[config.mk]
export PLATFORM = sky130hd
export DESIGN_NAME = gpio_mask_port
export DESIGN_NICKNAME = d
export VERILOG_FILES = /design/src/rtl/gpio_pkg.sv /design/src/rtl/gpio_in_sync.sv /design/src/rtl/gpio_bus_decode.sv /design/src/rtl/gpio_port_regs.sv /design/src/rtl/gpio_mask_port.sv
export SDC_FILE = /design/constraint.sdc
export NUM_CORES = 1
export LEC_CHECK = 0
export ABC_AREA = 1
export BUFFER_PORTS_ARGS = -buffer_cell sky130_fd_sc_hd__buf_2
export CAP_MARGIN = 20
export CORE_ASPECT_RATIO = 0.75
export CORE_UTILIZATION = 45
export CTS_CLUSTER_DIAMETER = 30
export DETAILED_ROUTE_END_ITERATION = 10
export PLACE_DENSITY_LB_ADDON = 0.25
export SYNTH_ARGS = -nofsm -noshare
export SYNTH_HDL_FRONTEND = slang
export SYNTH_SLANG_ARGS = --single-unit
[constraint.sdc]
create_clock -name clk -period 1.7 [get_ports clk]
set_input_delay 0.255 -clock clk [delete_from_list [all_inputs] [get_ports clk]]
set_output_delay 0.255 -clock clk [all_outputs]
set_load 0.05 [all_outputs]
[src/rtl/gpio_pkg.sv]
package gpio_pkg;
  localparam int DATA_W   = 8;
  localparam int BUS_W    = 32;
  localparam int ADDR_W   = 12;
  localparam int MASK_LSB = 2;
  localparam int WIN_MSB  = MASK_LSB + DATA_W;

  typedef enum logic [1:0] {
    ACC_NONE = 2'd0,
    ACC_DATA = 2'd1,
    ACC_DIR  = 2'd2
  } acc_kind_t;
endpackage

[src/rtl/gpio_in_sync.sv]
module gpio_in_sync #(
  parameter int WIDTH  = 8,
  parameter int STAGES = 2
) (
  input  logic             clk,
  input  logic             rst,
  input  logic [WIDTH-1:0] async_in,
  output logic [WIDTH-1:0] sync_out
);
  logic [WIDTH-1:0] stage_q [STAGES];

  always_ff @(posedge clk) begin
    if (rst) begin
      for (int s = 0; s < STAGES; s++) stage_q[s] <= '0;
    end else begin
      stage_q[0] <= async_in;
      for (int s = 1; s < STAGES; s++) stage_q[s] <= stage_q[s-1];
    end
  end

  assign sync_out = stage_q[STAGES-1];
endmodule

[src/rtl/gpio_bus_decode.sv]
module gpio_bus_decode
  import gpio_pkg::*;
#(
  parameter int WIDTH    = DATA_W,
  parameter int AW       = ADDR_W,
  parameter int LSB      = MASK_LSB
) (
  input  logic [AW-1:0]    addr,
  output acc_kind_t        kind,
  output logic [WIDTH-1:0] mask
);
  localparam int TOP = LSB + WIDTH;
  localparam logic [AW-LSB-1:0] DIR_WORD = (AW-LSB)'(1) << WIDTH;

  logic unused_addr_lsbs;
  assign unused_addr_lsbs = ^addr[LSB-1:0];

  assign mask = addr[LSB +: WIDTH];

  always_comb begin
    if (addr[AW-1:TOP] == '0)
      kind = ACC_DATA;
    else if (addr[AW-1:LSB] == DIR_WORD)
      kind = ACC_DIR;
    else
      kind = ACC_NONE;
  end
endmodule

[src/rtl/gpio_port_regs.sv]
module gpio_port_regs #(
  parameter int WIDTH = 8
) (
  input  logic             clk,
  input  logic             rst,
  input  logic             data_wr,
  input  logic             dir_wr,
  input  logic [WIDTH-1:0] wmask,
  input  logic [WIDTH-1:0] wval,
  output logic [WIDTH-1:0] data_q,
  output logic [WIDTH-1:0] dir_q
);
  logic [WIDTH-1:0] upd;

  assign upd = wmask & dir_q;

  always_ff @(posedge clk) begin
    if (rst) begin
      data_q <= '0;
      dir_q  <= '0;
    end else begin
      if (data_wr) data_q <= (data_q & ~upd) | (wval & upd);
      if (dir_wr)  dir_q  <= wval;
    end
  end

  // unmasked bits never move on a data write
  p_masked_hold_r1: assert property (@(posedge clk) disable iff (rst)
    data_wr |=> ((data_q ^ $past(data_q)) & ~$past(wmask)) == '0);

  // input-configured bits never move on a data write
  p_input_hold_r2: assert property (@(posedge clk) disable iff (rst)
    data_wr |=> ((data_q ^ $past(data_q)) & ~$past(dir_q)) == '0);

  // direction only changes through its own write
  p_dir_only_r6: assert property (@(posedge clk) disable iff (rst)
    !dir_wr |=> $stable(dir_q));

  // reset clears both registers
  p_reset_r8: assert property (@(posedge clk)
    rst |=> (data_q == '0 && dir_q == '0));
endmodule

[src/rtl/gpio_mask_port.sv]
module gpio_mask_port
  import gpio_pkg::*;
(
  input  logic              clk,
  input  logic              rst,
  input  logic [ADDR_W-1:0] bus_addr,
  input  logic              bus_wr,
  input  logic [BUS_W-1:0]  bus_wdata,
  output logic [BUS_W-1:0]  bus_rdata,
  input  logic [DATA_W-1:0] pin_in,
  output logic [DATA_W-1:0] pin_out,
  output logic [DATA_W-1:0] pin_oe
);
  acc_kind_t         kind;
  logic [DATA_W-1:0] mask;
  logic [DATA_W-1:0] data_q;
  logic [DATA_W-1:0] dir_q;
  logic [DATA_W-1:0] pin_sync;
  logic [DATA_W-1:0] level;
  logic              unused_wdata_hi;

  assign unused_wdata_hi = ^bus_wdata[BUS_W-1:DATA_W];

  gpio_bus_decode #(.WIDTH(DATA_W), .AW(ADDR_W), .LSB(MASK_LSB)) u_dec (
    .addr (bus_addr),
    .kind (kind),
    .mask (mask)
  );

  gpio_in_sync #(.WIDTH(DATA_W), .STAGES(2)) u_sync (
    .clk      (clk),
    .rst      (rst),
    .async_in (pin_in),
    .sync_out (pin_sync)
  );

  gpio_port_regs #(.WIDTH(DATA_W)) u_regs (
    .clk     (clk),
    .rst     (rst),
    .data_wr (bus_wr && kind == ACC_DATA),
    .dir_wr  (bus_wr && kind == ACC_DIR),
    .wmask   (mask),
    .wval    (bus_wdata[DATA_W-1:0]),
    .data_q  (data_q),
    .dir_q   (dir_q)
  );

  assign level = (data_q & dir_q) | (pin_sync & ~dir_q);

  always_comb begin
    bus_rdata = '0;
    case (kind)
      ACC_DATA: bus_rdata[DATA_W-1:0] = level & mask;
      ACC_DIR:  bus_rdata[DATA_W-1:0] = dir_q;
      default:  bus_rdata = '0;
    endcase
  end

  assign pin_out = data_q;
  assign pin_oe  = dir_q;

  // masked positions read zero
  p_rd_masked_r3: assert property (@(posedge clk) disable iff (rst)
    kind == ACC_DATA |-> (bus_rdata[DATA_W-1:0] & ~mask) == '0);

  // reserved upper bits read zero
  p_reserved_r5: assert property (@(posedge clk) disable iff (rst)
    bus_rdata[BUS_W-1:DATA_W] == '0);

  // the hole reads zero
  p_hole_r9: assert property (@(posedge clk) disable iff (rst)
    kind == ACC_NONE |-> bus_rdata == '0);
endmodule

==> results of run 1 <==
[final cells by class]
type,instances,share of cell area (%)
Multi-Input combinational cell,147,34.21
Inverter,39,7.652
Sequential cell,32,33.49
Clock buffer,5,3.597
Clock inverter,3,2.224
Timing Repair Buffer,57,16.22
Tap cell,40,2.616
[cell usage in the layout, fill, tap and decap left out, types with 7 or more instances in the layout]
| cell | instances |
|---|---|
| inv_1 | 39 |
| o21ai_1 | 7 |
| dfxtp_1 | 32 |
| o2111ai_1 | 7 |
| nor2_1 | 49 |
| nand3_1 | 8 |
| nand2_1 | 41 |
| buf_2 | 47 |
| conb_1 | 24 |
[critical path: cells and delay by family]
family	cells	cell delay (ps)
compound gates	1	140
buf+inv	3	520
simple gates	3	460
[power by group]
| part | switching (mW) | total [mW] | internal, mW |
|---|---|---|---|
| Combinational | 0.176 | 0.218 | 0.0421 |
| Sequential | 0.00500 | 0.772 | 0.767 |
| Clock | 0.290 | 0.723 | 0.433 |
[logic make-up (layout without fill, tap and decap cells)]
family	after synthesis	count (layout)	synth area share, %
AOI/OAI and AO/OA	18	18	7.574
buffers and inverters	67	104	22.56
DFF	32	32	41.26
other	1	24	0.2415
and+or+nand+nor	105	105	28.37
[metal layers]
metal  up-vias  GRT usage [%]
met3         4          8.381
met2        49          25.64
met4         0          6.000
li1        743              -
met5         -              0
met1       548          21.55
[stage by stage]
| step | total power [mW] | worst slack [ps] | hold slack [ps] | utilization [%] | instances |
|---|---|---|---|---|---|
| detailed placement | 1.007 | 36.38 | 392.0 | 54.41 | 315 |
| global route | 1.789 | 1.150 | 160.1 | 58.18 | 323 |
| global placement | 1.007 | 56.11 | 390.9 | 54.41 | 315 |
| floorplan | 0.9934 | -93.88 | 362.0 | - | 246 |
| finish | 1.713 | 69.89 | 165.9 | 58.18 | 323 |
| CTS | 1.732 | 37.03 | 156.2 | 57.80 | 323 |
[path summary, 6_finish.rpt]
kind,from,to,slack [ps],cells past startpoint
worst min-delay path,pin_in[4],u_sync.stage_q[0][4],170,3
worst min register to register,u_sync.stage_q[0][6],u_sync.stage_q[0][14],400,2
worst max register to register,u_regs.dir_q[4],flip-flop,910,4
worst max-delay path,bus_addr[6],bus_rdata[3],70,7
[repair_timing]
item                       in CTS  in global routing
resized for setup               0                  5
setup endpoints to repair       0                  5
hold buffers                    0                  0
==> results.sh, run 1 <==
export IMPL_status="finished clean"
export IMPL_placed_area_sq_mm=0.001789
export IMPL_drtIter0Drc=49
export IMPL_finalNetCount=337
export IMPL_ir_drop_mv=0.6544
export IMPL_netlist_instances=223
export IMPL_rsz0062_at_grt="false"
export IMPL_fin_crit_sh_pct=95.89
export IMPL_ys_flop_type="dfxtp_1"
export IMPL_arrival_ps=1380
export IMPL_yosysMostFrequentCell="nor2_1"
export IMPL_finalClockSkew_ps=2.092
export IMPL_power_density_mw_per_mm2=895.6
export IMPL_multiInputGateArea_sq_um=654.4
export IMPL_grt_start_max_net_pins=18
export IMPL_crit_chain="buf_2, or2_4, nor2_4, nand2_1, buf_4, o21ai_1, clkbuf_4"
export IMPL_critPathSlowestCell="or2_4"
export IMPL_setup_tns_ps=0
export IMPL_synth_top_area_share_pct=41.26
export IMPL_die_h_um=52.87
export IMPL_die_x_um=69.83
export IMPL_h_tree_depth=2
export IMPL_track_usage_pct=17.16
export IMPL_cp_max_fo=4
export IMPL_grt_first_pass_wirelength_mm=4.623
export IMPL_root_buffer="clkbuf_8"
export IMPL_dieArea_sq_mm=0.003692
export IMPL_drt_pre_antenna_iters=6
export IMPL_drv_slew=0
export IMPL_antenna_found_initial=0
export IMPL_ys_ff_latch=32
export IMPL_ctsLongestPathBuffers=2
export IMPL_synthTopCellsByCount="nor2_1 (49), nand2_1 (41), inv_1 (39), dfxtp_1 (32), buf_4 (24)"
export IMPL_drive_gt1_share_pct=25.44
export IMPL_crit_type="primary input to primary output"
export IMPL_gp_congestion=0.8572
export IMPL_rows=18
export IMPL_ant_nets=0
export IMPL_drc=0
export IMPL_postCtsSetupBuffers=0
export IMPL_max_stage_delay_ps=250
export IMPL_p_leak_nw=1.055
export IMPL_netlist_area_sq_mm=0.001553
export IMPL_syn_area_per_cell_sq_um=6.963
export IMPL_finalHoldViolations=0
export IMPL_final_area_sq_mm=0.001913
export IMPL_synth_cell_types=20
export IMPL_fillerInstances=316
export IMPL_cap_violations=0
export IMPL_synth_top_area_cell="dfxtp_1"
export IMPL_viasPerCell=4.161
export IMPL_critPathRequiredTime_ps=1440
export IMPL_wire_per_inst_um=9.173
export IMPL_cts_clk_slew_worst_paths_ps=70
export IMPL_ys_seq_area_share_pct=41.26
export IMPL_ioPinCount=103
export IMPL_met1_length_mm=1.448
export IMPL_cts_tree="built"
export IMPL_final_setup_viol_count=0
export IMPL_place_hpwl_mm=2.214
export IMPL_ff_latch_area_sq_um=640.6
export IMPL_highest_signal_layer="met4"
export IMPL_start_util_pct=47.22
export IMPL_cts_buffers=5
export IMPL_core_region_area_sq_mm=0.003288
export IMPL_critPathCaptureType="primary output"
export IMPL_antenna_cells=0
export IMPL_async_reset_ff_share_pct=0
export IMPL_hold_class="primary input to flip-flop"
export IMPL_grt_overflow=0
export IMPL_wl_met2_mm=1.277
export IMPL_area_delta_synth_final_pct=23.21
export IMPL_period_needed_ps=1630
export IMPL_synth_edf_count=0
export IMPL_cts_sinks=32
export IMPL_grt_pass1_vias=1061
export IMPL_portBuffers=52
export IMPL_drt_wl_total_mm=2.963
export IMPL_fmax_mhz=613.5
export IMPL_yosys_warnings=0
export IMPL_vias=1344
export IMPL_clk_latency_ps=280
export IMPL_wl_met3_um=212
export IMPL_synthTopCellsByArea="dfxtp_1 (41%), nor2_1 (12%), buf_4 (12%), nand2_1 (9.9%), inv_1 (9.4%)"
export IMPL_start_kind="primary input"
Note: power is estimated with default switching activity, not from simulation.
==> run 2: changes to the inputs <==
CTS_CLUSTER_DIAMETER = 100   (was 30)
PLACE_DENSITY = 0.85   (was default)
PLACE_DENSITY_LB_ADDON = default   (was 0.25)
==> results.sh, run 2 (synthesized netlist as in run 1, its figures left out) <==
export IMPL_ir_drop_mv=0.4576
export IMPL_postCtsSetupBuffers=0
export IMPL_critical_path_top_delay_family="simple AND/OR/NAND/NOR gates"
export IMPL_drt_wl_total_mm=3.080
export IMPL_grt_first_pass_wirelength_mm=4.968
export IMPL_status="finished clean"
export IMPL_placed_area_sq_mm=0.001782
export IMPL_viasPerCell=4.301
export IMPL_cts_sinks=32
export IMPL_fmax_mhz=608.5
export IMPL_cts_tree="built"
export IMPL_critPathRequiredTime_ps=1440
export IMPL_track_usage_pct=18.13
export IMPL_max_stage_delay_ps=290
export IMPL_die_x_um=69.83
export IMPL_cp_num_buf_inv=2
export IMPL_portBuffers=52
export IMPL_final_area_sq_mm=0.001894
export IMPL_finalPower_mw=1.706
export IMPL_dp_cells=314
export IMPL_mostFrequentLayoutCell="buf_2"
export IMPL_drt_pre_antenna_iters=4
export IMPL_critPathCaptureType="primary output"
export IMPL_rr_startpoint="u_regs.dir_q[1]"
export IMPL_worst_slack_ps=56.51
export IMPL_rsz0062_at_grt="false"
export IMPL_finalClockSkew_ps=2.219
export IMPL_die_h_um=52.87
export IMPL_gp_congestion=0.7437
export IMPL_ioPinCount=103
export IMPL_cts_clk_slew_worst_paths_ps=60
export IMPL_grt_pass1_vias=1111
export IMPL_drtIter0Drc=69
export IMPL_start_kind="primary input"
export IMPL_root_buffer="clkbuf_8"
export IMPL_cts_buffers=5
export IMPL_final_cells=322
export IMPL_clk_latency_ps=290
export IMPL_drive_gt1_share_pct=25.18
export IMPL_fin_crit_sh_pct=96.68
export IMPL_antenna_cells=0
export IMPL_grt_start_max_net_pins=18
export IMPL_mostFrequentLayoutCells="buf_2 (51), nor2_1 (49), nand2_1 (40), inv_1 (39), dfxtp_1 (32)"
export IMPL_rows=18
export IMPL_crit_chain="buf_2, or2_4, nor2_4, nand2_2, o21ai_1, buf_2"
export IMPL_cap_violations=0
export IMPL_crit_type="primary input to primary output"
export IMPL_hold_class="primary input to flip-flop"
export IMPL_area_delta_synth_final_pct=22.00
export IMPL_crit_top_cell="buf_2"
export IMPL_max_slew_margin_pct=65.89
export IMPL_arrival_ps=1390
export IMPL_start_util_pct=47.22
export IMPL_tightest_slew_ps=511.1
export IMPL_ctsLongestPathBuffers=2
export IMPL_finalNetCount=336
export IMPL_final_setup_viol_count=0
export IMPL_wire_per_inst_um=9.565
export IMPL_place_hpwl_mm=2.273
export IMPL_p_leak_nw=1.057
export IMPL_min_delay_start="pin_in[1]"
export IMPL_period_needed_ps=1643
export IMPL_core_region_area_sq_mm=0.003288
export IMPL_h_tree_depth=2
export IMPL_drv_slew=0
export IMPL_drc=0
export IMPL_critPathSlowestCell="buf_2"
export IMPL_critPathLaunch="bus_addr[6]"
export IMPL_power_density_mw_per_mm2=900.8
export IMPL_dpl_worst_slack_ps=-59.19
export IMPL_grt_overflow=0
export IMPL_antenna_found_initial=0
export IMPL_cp_max_fo=8
export IMPL_finalHoldViolations=0
export IMPL_ant_nets=0
export IMPL_dieArea_sq_mm=0.003692
export IMPL_vias=1385
## run 2: cell count changes in the layout (fill, tap and decap cells not counted)
cell,previous run,this run
clkbuf_4,5,1
clkinvlp_4,1,0
buf_4,5,4
clkbuf_1,0,1
nand2_2,2,3
nand2_1,41,40
buf_2,47,51
## run 2: path summary, 6_finish.rpt
check | end | slack (ps) | cells after the start
setup / recovery | bus_rdata[2] | 60 | 6
setup reg to reg | flip-flop | 890 | 4
hold / removal | u_sync.stage_q[0][1] | 160 | 3
hold reg to reg | u_sync.stage_q[0][9] | 400 | 2
## run 2: metal layers
metal	vias to the layer above	global-route usage (%)	wire length, um
li1	739	-	-
met1	584	22.72	1389
met2	55	27.88	1357
met3	7	8.190	287
met4	0	6.000	45
met5	-	0	0
## run 2: repair_timing
item,CTS,global route
hold buffers,0,0
gates cloned,0,0
endpoints found under the setup margin,8,1
gates resized for setup,1,1
## run 2: worst min-delay path, cell delays in order
cell and delay, ps:
buf_2 70, inv_1 30, nor2_1 60
## run 2: area by class of cell
cell class              instances  area [sq um]
multi-input cells             147         656.9
fillers                       324          1394
clock buffers                   6         72.57
inverters                      39         146.4
flip-flops and latches         32         640.6
clock inverters                 2         35.03
repair buffers                 56         292.8
well taps                      40         50.05
## run 2: where the power goes
| group | internal (mW) | leakage [nW] | total [mW] | switching [mW] |
|---|---|---|---|---|
| sequential | 0.768 | 0.261 | 0.772 | 0.00473 |
| combinational | 0.0431 | 0.740 | 0.220 | 0.177 |
| clock | 0.434 | 0.0552 | 0.714 | 0.280 |
## run 2: per-stage QoR
step	hold WS [ps]	util, %	setup TNS [ps]
finish	162.9	57.61	0
floorplan	362.0	-	-619.6
detailed placement	395.7	54.19	-336.0
global route	154.4	57.61	0
global placement	392.9	54.19	-79.70
CTS	156.1	57.53	0
==> run 3: changes to the inputs <==
RECOVER_POWER = 25   (was default)
==> results.sh, run 3 (synthesized netlist as in run 1, its figures left out) <==
export IMPL_tightest_slew_ps=638.7
export IMPL_dp_cells=314
export IMPL_critPathRequiredTime_ps=1440
export IMPL_grt_first_pass_wirelength_mm=4.968
export IMPL_gp_congestion=0.7437
export IMPL_start_kind="primary input"
export IMPL_h_tree_depth=2
export IMPL_core_region_area_sq_mm=0.003288
export IMPL_max_slew_margin_pct=57.42
export IMPL_postCtsSetupBuffers=0
export IMPL_p_switching_uw=461.1
export IMPL_netSwitchingFraction_pct=27.05
export IMPL_ioPinCount=103
export IMPL_rsz0062_at_grt="false"
export IMPL_min_delay_start="pin_in[1]"
export IMPL_grt_start_max_net_pins=18
export IMPL_root_buffer="clkbuf_8"
export IMPL_cts_sinks=32
export IMPL_final_setup_viol_count=0
export IMPL_viasPerCell=4.298
export IMPL_arrival_ps=1390
export IMPL_place_hpwl_mm=2.273
export IMPL_critPathCaptureType="primary output"
export IMPL_cp_max_fo=8
export IMPL_period_needed_ps=1643
export IMPL_die_x_um=69.83
export IMPL_seq_power_share_pct=45.3
export IMPL_vias=1384
export IMPL_critPathLaunch="bus_addr[6]"
export IMPL_clkPwrFrac_pct=41.9
export IMPL_ir_drop_mv=0.4576
export IMPL_hold_buffers=0
export IMPL_grt_overflow=0
export IMPL_fmax_mhz=608.5
export IMPL_min_path_cells=3
export IMPL_dieArea_sq_mm=0.003692
export IMPL_reg2reg_slack_ps=890
export IMPL_utilization_pct=57.50
export IMPL_finalNetCount=336
export IMPL_finalHoldViolations=0
export IMPL_worst_slack_ps=56.51
export IMPL_p_comb_share_pct=12.8
export IMPL_mostFrequentLayoutCell="buf_2"
export IMPL_fin_crit_sh_pct=96.68
export IMPL_die_h_um=52.87
export IMPL_start_util_pct=47.22
export IMPL_cts_clk_slew_worst_paths_ps=60
export IMPL_status="finished clean"
export IMPL_track_usage_pct=18.13
export IMPL_ant_nets=0
export IMPL_clk_latency_ps=290
export IMPL_final_cells=322
export IMPL_power_density_mw_per_mm2=901.9
export IMPL_drive_gt1_share_pct=24.82
export IMPL_cap_violations=0
export IMPL_p_leak_nw=1.053
export IMPL_portBuffers=52
export IMPL_hold_end="u_sync.stage_q[0][1]"
export IMPL_cts_buffers=5
export IMPL_area_delta_synth_final_pct=21.76
export IMPL_ctsLongestPathBuffers=2
export IMPL_drt_wl_total_mm=3.079
export IMPL_crit_type="primary input to primary output"
export IMPL_grt_pass1_vias=1111
export IMPL_antenna_cells=0
export IMPL_drc=0
export IMPL_drtIter0Drc=69
export IMPL_wire_per_inst_um=9.562
export IMPL_antenna_found_initial=0
export IMPL_rows=18
export IMPL_drt_pre_antenna_iters=4
export IMPL_power_internal_mw=1.244
export IMPL_drv_slew=0
export IMPL_cts_tree="built"
export IMPL_dpl_worst_slack_ps=-59.19
export IMPL_finalClockSkew_ps=2.331
export IMPL_rr_startpoint="u_regs.dir_q[1]"
export IMPL_hold_class="primary input to flip-flop"
export IMPL_holdWs_ps=162.6
export IMPL_rr_worst_depth=4
export IMPL_mostFrequentLayoutCells="buf_2 (51), nor2_1 (49), nand2_1 (40), inv_1 (39), dfxtp_1 (32)"
==> run 3: metrics by stage <==
stage / TNS (ps) / total power [mW] / area, sq um
after floorplan: -619.6 / 0.9934 / 1645
after global placement: -79.70 / 1.007 / 1782
after detailed placement: -336.0 / 1.008 / 1782
after CTS: 0 / 1.721 / 1892
after global routing: 0 / 1.777 / 1891
final: 0 / 1.705 / 1891
==> run 3: worst max-delay path by stage <==
stage                              end  slack, ps
final                     bus_rdata[2]         60
after global routing      bus_rdata[2]         20
after CTS                 bus_rdata[2]         60
after detailed placement  bus_rdata[2]        -60
after global placement    bus_rdata[2]        -20
after floorplan           bus_rdata[7]        -90
==> run 3: worst max-delay path, cell delays in order <==
cell	delay [ps]
buf_2	110
or2_4	250
nor2_4	140
nand2_2	160
o21ai_1	180
buf_2	290
==> run 3: routing by layer <==
metal  GRT usage [%]  part of all wire, %
met1           22.72                   45
met2           27.88                   44
met3           8.190                  9.3
met4           6.000                  1.5
met5               0                    0
==> run 3: timing repair <==
action / 4_1_cts / 5_1_grt
pin swaps: 0 / 0
setup endpoints to repair: 8 / 1
resized for setup: 1 / 1
==> run 3: cell type report <==
| class | instances | area (sq um) |
|---|---|---|
| fill | 325 | 1398 |
| multi-input combinational | 147 | 656.9 |
| sequential | 32 | 640.6 |
| timing repair buffer | 56 | 289.0 |
| inverter | 39 | 146.4 |
| clock buffer | 6 | 72.57 |
| tap | 40 | 50.05 |
| clock inverter | 2 | 35.03 |
==> run 3: power groups by stage <==
stage | clock network (mW) | logic (mW) | registers, mW
2_1_floorplan | 0 | 0.205 | 0.788
3_3_place_gp | 0 | 0.218 | 0.789
3_5_place_dp | 0 | 0.219 | 0.789
4_1_cts | 0.729 | 0.219 | 0.772
5_1_grt | 0.767 | 0.236 | 0.773
6_report | 0.714 | 0.219 | 0.772
